--- src/rtl/amp_state_pkg.sv ---
package amp_state_pkg;

    typedef enum logic [2:0] {
        ST_STANDBY     = 3'd0,
        ST_DIAG_SUPPLY = 3'd1,
        ST_ECO         = 3'd2,
        ST_MUTE        = 3'd3,
        ST_PLAY        = 3'd4,
        ST_DIAG_DC     = 3'd5,
        ST_DUMP        = 3'd6
    } amp_state_e;

    typedef struct packed {
        logic pwm_on;
        logic pwm_off;
        logic play;
        logic mute;
        logic diag_start;
    } amp_cmd_t;

endpackage

--- src/rtl/amp_run_timer.sv ---
// Counts consecutive cycles in which run is high; hit marks the LIMIT-th.
module amp_run_timer #(
    parameter int LIMIT = 8
) (
    input  logic clk,
    input  logic rst_n,
    input  logic clr,
    input  logic run,
    output logic hit
);
    localparam int CW = (LIMIT < 2) ? 1 : $clog2(LIMIT + 1);
    localparam logic [CW-1:0] LAST = CW'(LIMIT - 1);

    logic [CW-1:0] cnt_q;

    always_ff @(posedge clk or negedge rst_n) begin
        if (!rst_n) begin
            cnt_q <= '0;
        end else if (clr || !run) begin
            cnt_q <= '0;
        end else if (cnt_q != LAST) begin
            cnt_q <= cnt_q + 1'b1;
        end
    end

    assign hit = run && !clr && (cnt_q == LAST);
endmodule

--- src/rtl/amp_state_next.sv ---
// Next-state decision with fixed priority: drop-out, overvoltage, protection, commands.
module amp_state_next
    import amp_state_pkg::*;
(
    input  amp_state_e cur,
    input  logic       force_sb,
    input  logic       exit_ok,
    input  logic       ov,
    input  logic       prot_fault,
    input  logic       qual_done,
    input  amp_cmd_t   cmd,
    input  logic       auto_mute,
    input  logic       diag_done,
    output amp_state_e nxt
);
    always_comb begin
        nxt = cur;
        if (force_sb) begin
            nxt = ST_STANDBY;
        end else if (cur == ST_STANDBY) begin
            if (exit_ok) nxt = ST_DIAG_SUPPLY;
        end else if (ov) begin
            nxt = ST_DUMP;
        end else if (cur == ST_DUMP) begin
            nxt = ST_DIAG_SUPPLY;
        end else if (prot_fault && (cur != ST_DIAG_SUPPLY)) begin
            nxt = ST_DIAG_SUPPLY;
        end else begin
            unique case (cur)
                ST_DIAG_SUPPLY: if (qual_done) nxt = ST_ECO;
                ST_ECO:         if (cmd.pwm_on) nxt = ST_MUTE;
                ST_MUTE: begin
                    if (cmd.pwm_off)         nxt = ST_ECO;
                    else if (cmd.play)       nxt = ST_PLAY;
                    else if (cmd.diag_start) nxt = ST_DIAG_DC;
                end
                ST_PLAY:    if (cmd.mute || auto_mute) nxt = ST_MUTE;
                ST_DIAG_DC: if (diag_done) nxt = ST_MUTE;
                default:    nxt = cur;
            endcase
        end
    end
endmodule

--- src/rtl/amp_state_out.sv ---
module amp_state_out
    import amp_state_pkg::*;
(
    input  amp_state_e  cur,
    output logic [2:0]  state_code,
    output logic        pwm_en,
    output logic        out_bias
);
    always_comb begin
        state_code = cur;
        pwm_en     = 1'b0;
        out_bias   = 1'b1;
        unique case (cur)
            ST_STANDBY:     out_bias = 1'b0;
            ST_DIAG_SUPPLY: pwm_en   = 1'b0;
            ST_ECO:         pwm_en   = 1'b0;
            ST_MUTE:        pwm_en   = 1'b1;
            ST_PLAY:        pwm_en   = 1'b1;
            ST_DIAG_DC:     pwm_en   = 1'b1;
            ST_DUMP:        pwm_en   = 1'b0;
            default: begin
                pwm_en   = 1'b0;
                out_bias = 1'b0;
            end
        endcase
    end
endmodule

--- src/rtl/amp_state_ctrl.sv ---
module amp_state_ctrl
    import amp_state_pkg::*;
#(
    parameter int CLK_KHZ = 100_000,
    parameter int QUAL_MS = 90
) (
    input  logic       clk,
    input  logic       rst_n,
    input  logic       en_valid,
    input  logic       en_off,
    input  logic       regs_programmed,
    input  logic       supply_reset,
    input  logic       pll_lock,
    input  logic       i2s_clk_ok,
    input  logic       ov_above,
    input  logic       flt_short,
    input  logic       flt_ovc,
    input  logic       flt_uv,
    input  logic       flt_thermal,
    input  logic       auto_mute,
    input  logic       cmd_pwm_on,
    input  logic       cmd_pwm_off,
    input  logic       cmd_play,
    input  logic       cmd_mute,
    input  logic       cmd_diag_start,
    input  logic       diag_done,
    output logic [2:0] state_code,
    output logic       pwm_en,
    output logic       out_bias,
    output logic       stable_fault
);
    localparam int QUAL_CYC = CLK_KHZ * QUAL_MS;

    amp_state_e state_q, state_d;
    amp_cmd_t   cmd;
    logic       force_sb, prot_fault, in_diag;
    logic       clean_hit, fault_hit, stable_q;

    assign force_sb   = en_off | supply_reset | ~pll_lock | ~i2s_clk_ok;
    assign prot_fault = flt_short | flt_ovc | flt_uv | flt_thermal;
    assign in_diag    = (state_q == ST_DIAG_SUPPLY);

    assign cmd.pwm_on     = cmd_pwm_on;
    assign cmd.pwm_off    = cmd_pwm_off;
    assign cmd.play       = cmd_play;
    assign cmd.mute       = cmd_mute;
    assign cmd.diag_start = cmd_diag_start;

    // Fault-free run: qualifies the channel out of state 1.
    amp_run_timer #(.LIMIT(QUAL_CYC)) u_clean_tmr (
        .clk   (clk),
        .rst_n (rst_n),
        .clr   (~in_diag),
        .run   (~prot_fault),
        .hit   (clean_hit)
    );

    // Faulted run: drives the stable-fault status bit.
    amp_run_timer #(.LIMIT(QUAL_CYC)) u_fault_tmr (
        .clk   (clk),
        .rst_n (rst_n),
        .clr   (~in_diag),
        .run   (prot_fault),
        .hit   (fault_hit)
    );

    amp_state_next u_next (
        .cur        (state_q),
        .force_sb   (force_sb),
        .exit_ok    (en_valid & regs_programmed),
        .ov         (ov_above),
        .prot_fault (prot_fault),
        .qual_done  (clean_hit),
        .cmd        (cmd),
        .auto_mute  (auto_mute),
        .diag_done  (diag_done),
        .nxt        (state_d)
    );

    always_ff @(posedge clk or negedge rst_n) begin
        if (!rst_n) begin
            state_q  <= ST_STANDBY;
            stable_q <= 1'b0;
        end else begin
            state_q  <= state_d;
            stable_q <= fault_hit & ~force_sb & ~ov_above;
        end
    end

    amp_state_out u_out (
        .cur        (state_q),
        .state_code (state_code),
        .pwm_en     (pwm_en),
        .out_bias   (out_bias)
    );

    assign stable_fault = stable_q;
endmodule

--- config.mk ---
export PLATFORM = sky130hd
export DESIGN_NAME = amp_state_ctrl
export DESIGN_NICKNAME = d
export VERILOG_FILES = /design/src/rtl/amp_state_pkg.sv /design/src/rtl/amp_run_timer.sv /design/src/rtl/amp_state_next.sv /design/src/rtl/amp_state_out.sv /design/src/rtl/amp_state_ctrl.sv
export SDC_FILE = /design/constraint.sdc
export NUM_CORES = 1
export LEC_CHECK = 0
export BUFFER_PORTS_ARGS = -buffer_cell sky130_fd_sc_hd__buf_2
export CAP_MARGIN = 10
export CELL_PAD_IN_SITES_DETAIL_PLACEMENT = 0
export CELL_PAD_IN_SITES_GLOBAL_PLACEMENT = 1
export CORE_AREA = 4 4 120 65
export DETAILED_ROUTE_END_ITERATION = 10
export DIE_AREA = 0 0 124 69
export GPL_ROUTABILITY_DRIVEN = 0
export GPL_TIMING_DRIVEN = 0
export PLACE_DENSITY_LB_ADDON = 0.08
export SLEW_MARGIN = 20
export SYNTH_ARGS = -nofsm -noshare
export SYNTH_HDL_FRONTEND = slang
export SYNTH_HIERARCHICAL = 1
export SYNTH_SLANG_ARGS = --single-unit
--- constraint.sdc ---
create_clock -name clk -period 2.6 [get_ports clk]
set_input_delay 0.39 -clock clk [delete_from_list [all_inputs] [get_ports clk]]
set_output_delay 0.39 -clock clk [all_outputs]
set_load 0.01 [all_outputs]
==> results.txt <==
The total power of the final layout is 1.53 mW. Global routing consumed, over all layers together, 16.3% of the routing resources. The total number of yosys warnings is 6.

The wire length after detailed routing is 6610 um. The dominant cell type by area after synthesis is dfrtp_1. The leakage component of the power is 1.30 nW. The count of pins over their slew limit came to 0. The wire-length estimate of the detail-placed layout is 4660 um. The count of max-cap constraint violations is 0. The flow ran to the end, and the final reports show no timing, DRC or antenna violations. After clock tree synthesis, the clock-pin slew on the worst setup and hold paths is 70 ps. The startpoint identified for the worst register-to-register timing path is u_clean_tmr/cnt_q[15]$_DFFE_PN0P_. Once the floorplan was initialized, standard cells occupied 45.3% of the core. The endpoint arrival time on the critical path is 2690 ps. In the synthesized netlist the dominant register cell turns out to be dfrtp_1. The number of buffers created by CTS came out at 5. The area of the die is 0.00856 mm2. The worst slew margin relative to its limit came out at 45.1%. In this run the remaining antenna-violating nets after routing total 0. In this run, post-CTS hold repair placed 0 buffers. The cell sitting at the root of the clock tree is a clkbuf_16. The portion of synthesized cell area occupied by the leading cell type came out at 43.5%. The number of buffers inserted by port buffering is 25.

By area the synthesized netlist is led by dfrtp_1 44%, xnor2_1 4.7%, nor2_1 3.4%, o21ai_0 2.8%, a21oi_1 2.7%. The share of layout cells above drive strength 1 is 18.4%. The initialized floorplan defines 21 standard-cell rows. The final number of setup-violating endpoints is 0.

The H-tree depth came out at 2. The total inserted antenna cells is 0. Dividing the detail-routed via count by the number of cells gives 5.64.

The slew of the pin with the lowest slew margin came out at 817 ps. After layout, the worst path uses 96.7% of the clock period. Counting flops and latches in the post-synthesis netlist gives 52. The number of antenna violations at the first check in global routing is 0. The post-synthesis average cell area came out at 9.20 um2. The largest driver fanout on the critical path came out at 6. The async set or reset register ratio after synthesis came out at 100%. The wire length per cell after detailed routing came out at 14.6 um.

The launching element type of the critical path is a flip-flop. The setup total negative slack is 0 ps. The core region area is 0.00660 mm2. The x dimension of the die came out at 124 um. The number of different library cells used by synthesis comes to 52. The largest clock skew in the final design came out at 4.41 ps. The source-to-sink clock delay at the later pin of the worst-skew pair is 290 ps. Setup repair after global routing could not meet its margin everywhere. The top-level port count is 26. The number of hold violations in the final report came out at 0. The number of filler instances in the final layout came out at 618. STA classifies the critical path endpoint as a flip-flop. The summed instance area of the synthesized netlist is 0.00299 mm2. The number of DRC markers after the initial detailed-route iteration is 179. Counting flops with a built-in enable in the synthesized netlist gives 0. The clock tree from TritonCTS is done. The peak clock frequency supported by timing came out at 398 MHz. The number of nets in the layout is 380. After technology mapping, the gate count stands at 325. The clock tree buffer depth came out at 2. The largest net degree at the start of global routing is 53. In this run the worst hold path is classified as in -> async. The number of clock sinks seen by CTS came out at 52. The wire length of the first global-routing pass came out at 11400 um. The most critical setup path has its startpoint at u_clean_tmr/cnt_q[15]$_DFFE_PN0P_. The routed via count came out at 2544. The net count after synthesis is 347. The post-route minimum period came out at 2510 ps. The first TritonRoute pass finished after 4 iterations. The DRC violations left is 0. The vertical die dimension is 69 um. The area growth from synthesis to layout came out at 13.8%. The number of global-route vias before repair came out at 2387. Of the synthesized area, sequential elements account for 43.5%. The data required time of the worst path came out at 2780 ps. Dividing total power by cell area gives a power density of 449 mW/mm2. The class of the most critical setup path is reg -> reg. The remaining global-route overflow is 0. Cells fill 51.6% of the core in the end.

The maximum VDD drop came out at 0.000212 V.
-- path summary, 6_finish.rpt --
check / to / slack [ps] / cells after the start
worst max-delay path: state_q[0]$_DFF_PN0_ / 90 / 8
worst min register to register: u_fault_tmr/cnt_q[5]$_DFFE_PN0P_ / 510 / 1
min in group clk: stable_fault$_DFF_PN0_ / 320 / 2
worst max register to register: state_q[0]$_DFF_PN0_ / 90 / 8
max in group asynchronous: u_clean_tmr/cnt_q[15]$_DFFE_PN0P_ / 1980 / 1
worst min-delay path: u_fault_tmr/cnt_q[18]$_DFFE_PN0P_ / 120 / 1
-- cells by family (layout without fill, tap and decap cells) --
kind of cell	after synthesis	count (layout)	share of synthesized area [%]
xor+xnor	16	16	4.69
compound gates	70	70	15.2
flops	52	52	43.5
buf+inv	34	68	4.98
fa+ha+maj	2	2	0.837
simple gates	147	147	29.3
mux	4	4	1.51
-- Yosys cell counts (4+ instances only) --
| cell | n |
|---|---|
| buf_4 | 5 |
| nor3b_1 | 4 |
| a21oi_1 | 16 |
| nor2_1 | 27 |
| nor4bb_1 | 4 |
| o21ai_0 | 17 |
| or3_4 | 4 |
| nand2b_1 | 4 |
| or4_1 | 6 |
| and3_1 | 7 |
| nand2_1 | 19 |
| a31o_2 | 4 |
| dfrtp_1 | 52 |
| nand3_1 | 12 |
| inv_1 | 15 |
| nor3_1 | 11 |
| a31oi_1 | 11 |
| or3_1 | 6 |
| o31ai_1 | 4 |
| clkbuf_1 | 10 |
| nand4_1 | 12 |
| o211ai_1 | 4 |
| nor4_1 | 12 |
| xnor2_1 | 16 |
-- power breakdown --
part	internal (mW)	switching, mW	leakage [nW]
Clock	0.385	0.285	0.0712
Combinational	0.0185	0.0280	0.508
Sequential	0.809	0.000760	0.722
Total	1.21	0.314	1.30
-- critical path, stage by stage, from the launching register on --
cell	delay, ps
dfrtp_2	450
or4b_1	520
or3_4	380
or3_4	380
nor2_4	110
nor3b_2	50
a31oi_1	170
o221ai_1	140
a22o_1	190
-- timing repair --
action | CTS | global route
setup buffers | 0 | 1
resized for setup | 0 | 6
endpoints found under the setup margin | 0 | 1
-- through the flow --
| step | setup slack, ps | instance area [um2] | cells | hold slack, ps |
|---|---|---|---|---|
| 6_report | 86.5 | 3400 | 451 | 124 |
| 5_1_grt | -8.66 | 3400 | 451 | 193 |
| 4_1_cts | 10.2 | 3380 | 450 | 165 |
| 3_5_place_dp | 16.0 | 3230 | 442 | 477 |
| 3_3_place_gp | 46.1 | 3230 | 442 | 493 |
| 2_1_floorplan | 231 | 2990 | 325 | 94.4 |
-- layout by cell type, fill, tap and decap left out, drive strengths merged, types with 2 or more instances in the layout --
cell,instances
a21oi,16
a31o,4
a31oi,11
a41o,2
and3,7
and4,4
buf,31
clkbuf,20
dfrtp,52
ha,2
inv,17
mux2i,3
nand2,19
nand2b,4
nand3,12
nand4,12
nor2,27
nor2b,2
nor3,11
nor3b,4
nor4,14
nor4bb,4
o211ai,4
o21ai,17
o21bai,3
o31a,2
o31ai,4
or2,2
or3,10
or4,7
or4b,3
xnor2,16
-- per-layer routing --
metal / routed length, um / vias to the layer above / GRT usage [%]
met5: 0 / - / 0
met4: 44 / 0 / 4.49
met3: 171 / 4 / 4.00
met2: 3190 / 25 / 25.7
met1: 3200 / 1236 / 22.3
li1: - / 1279 / -
-- sequential cells by signal (all words and copies together) (netlist names) --
signal / count
u_clean_tmr/cnt_q: 24
u_fault_tmr/cnt_q: 24
state_q: 3
stable_fault: 1
-- cell type report --
| class | instances | area [um2] | area share [%] |
|---|---|---|---|
| multi-input cells | 239 | 1550 | 45.6 |
| repair buffers | 26 | 135 | 3.97 |
| flip-flops and latches | 52 | 1310 | 38.4 |
| clock buffers | 8 | 146 | 4.30 |
| inverters | 17 | 63.8 | 1.88 |
| plain buffers | 17 | 85.1 | 2.50 |
| well taps | 92 | 115 | 3.38 |
(Power assumes the default switching activity.)
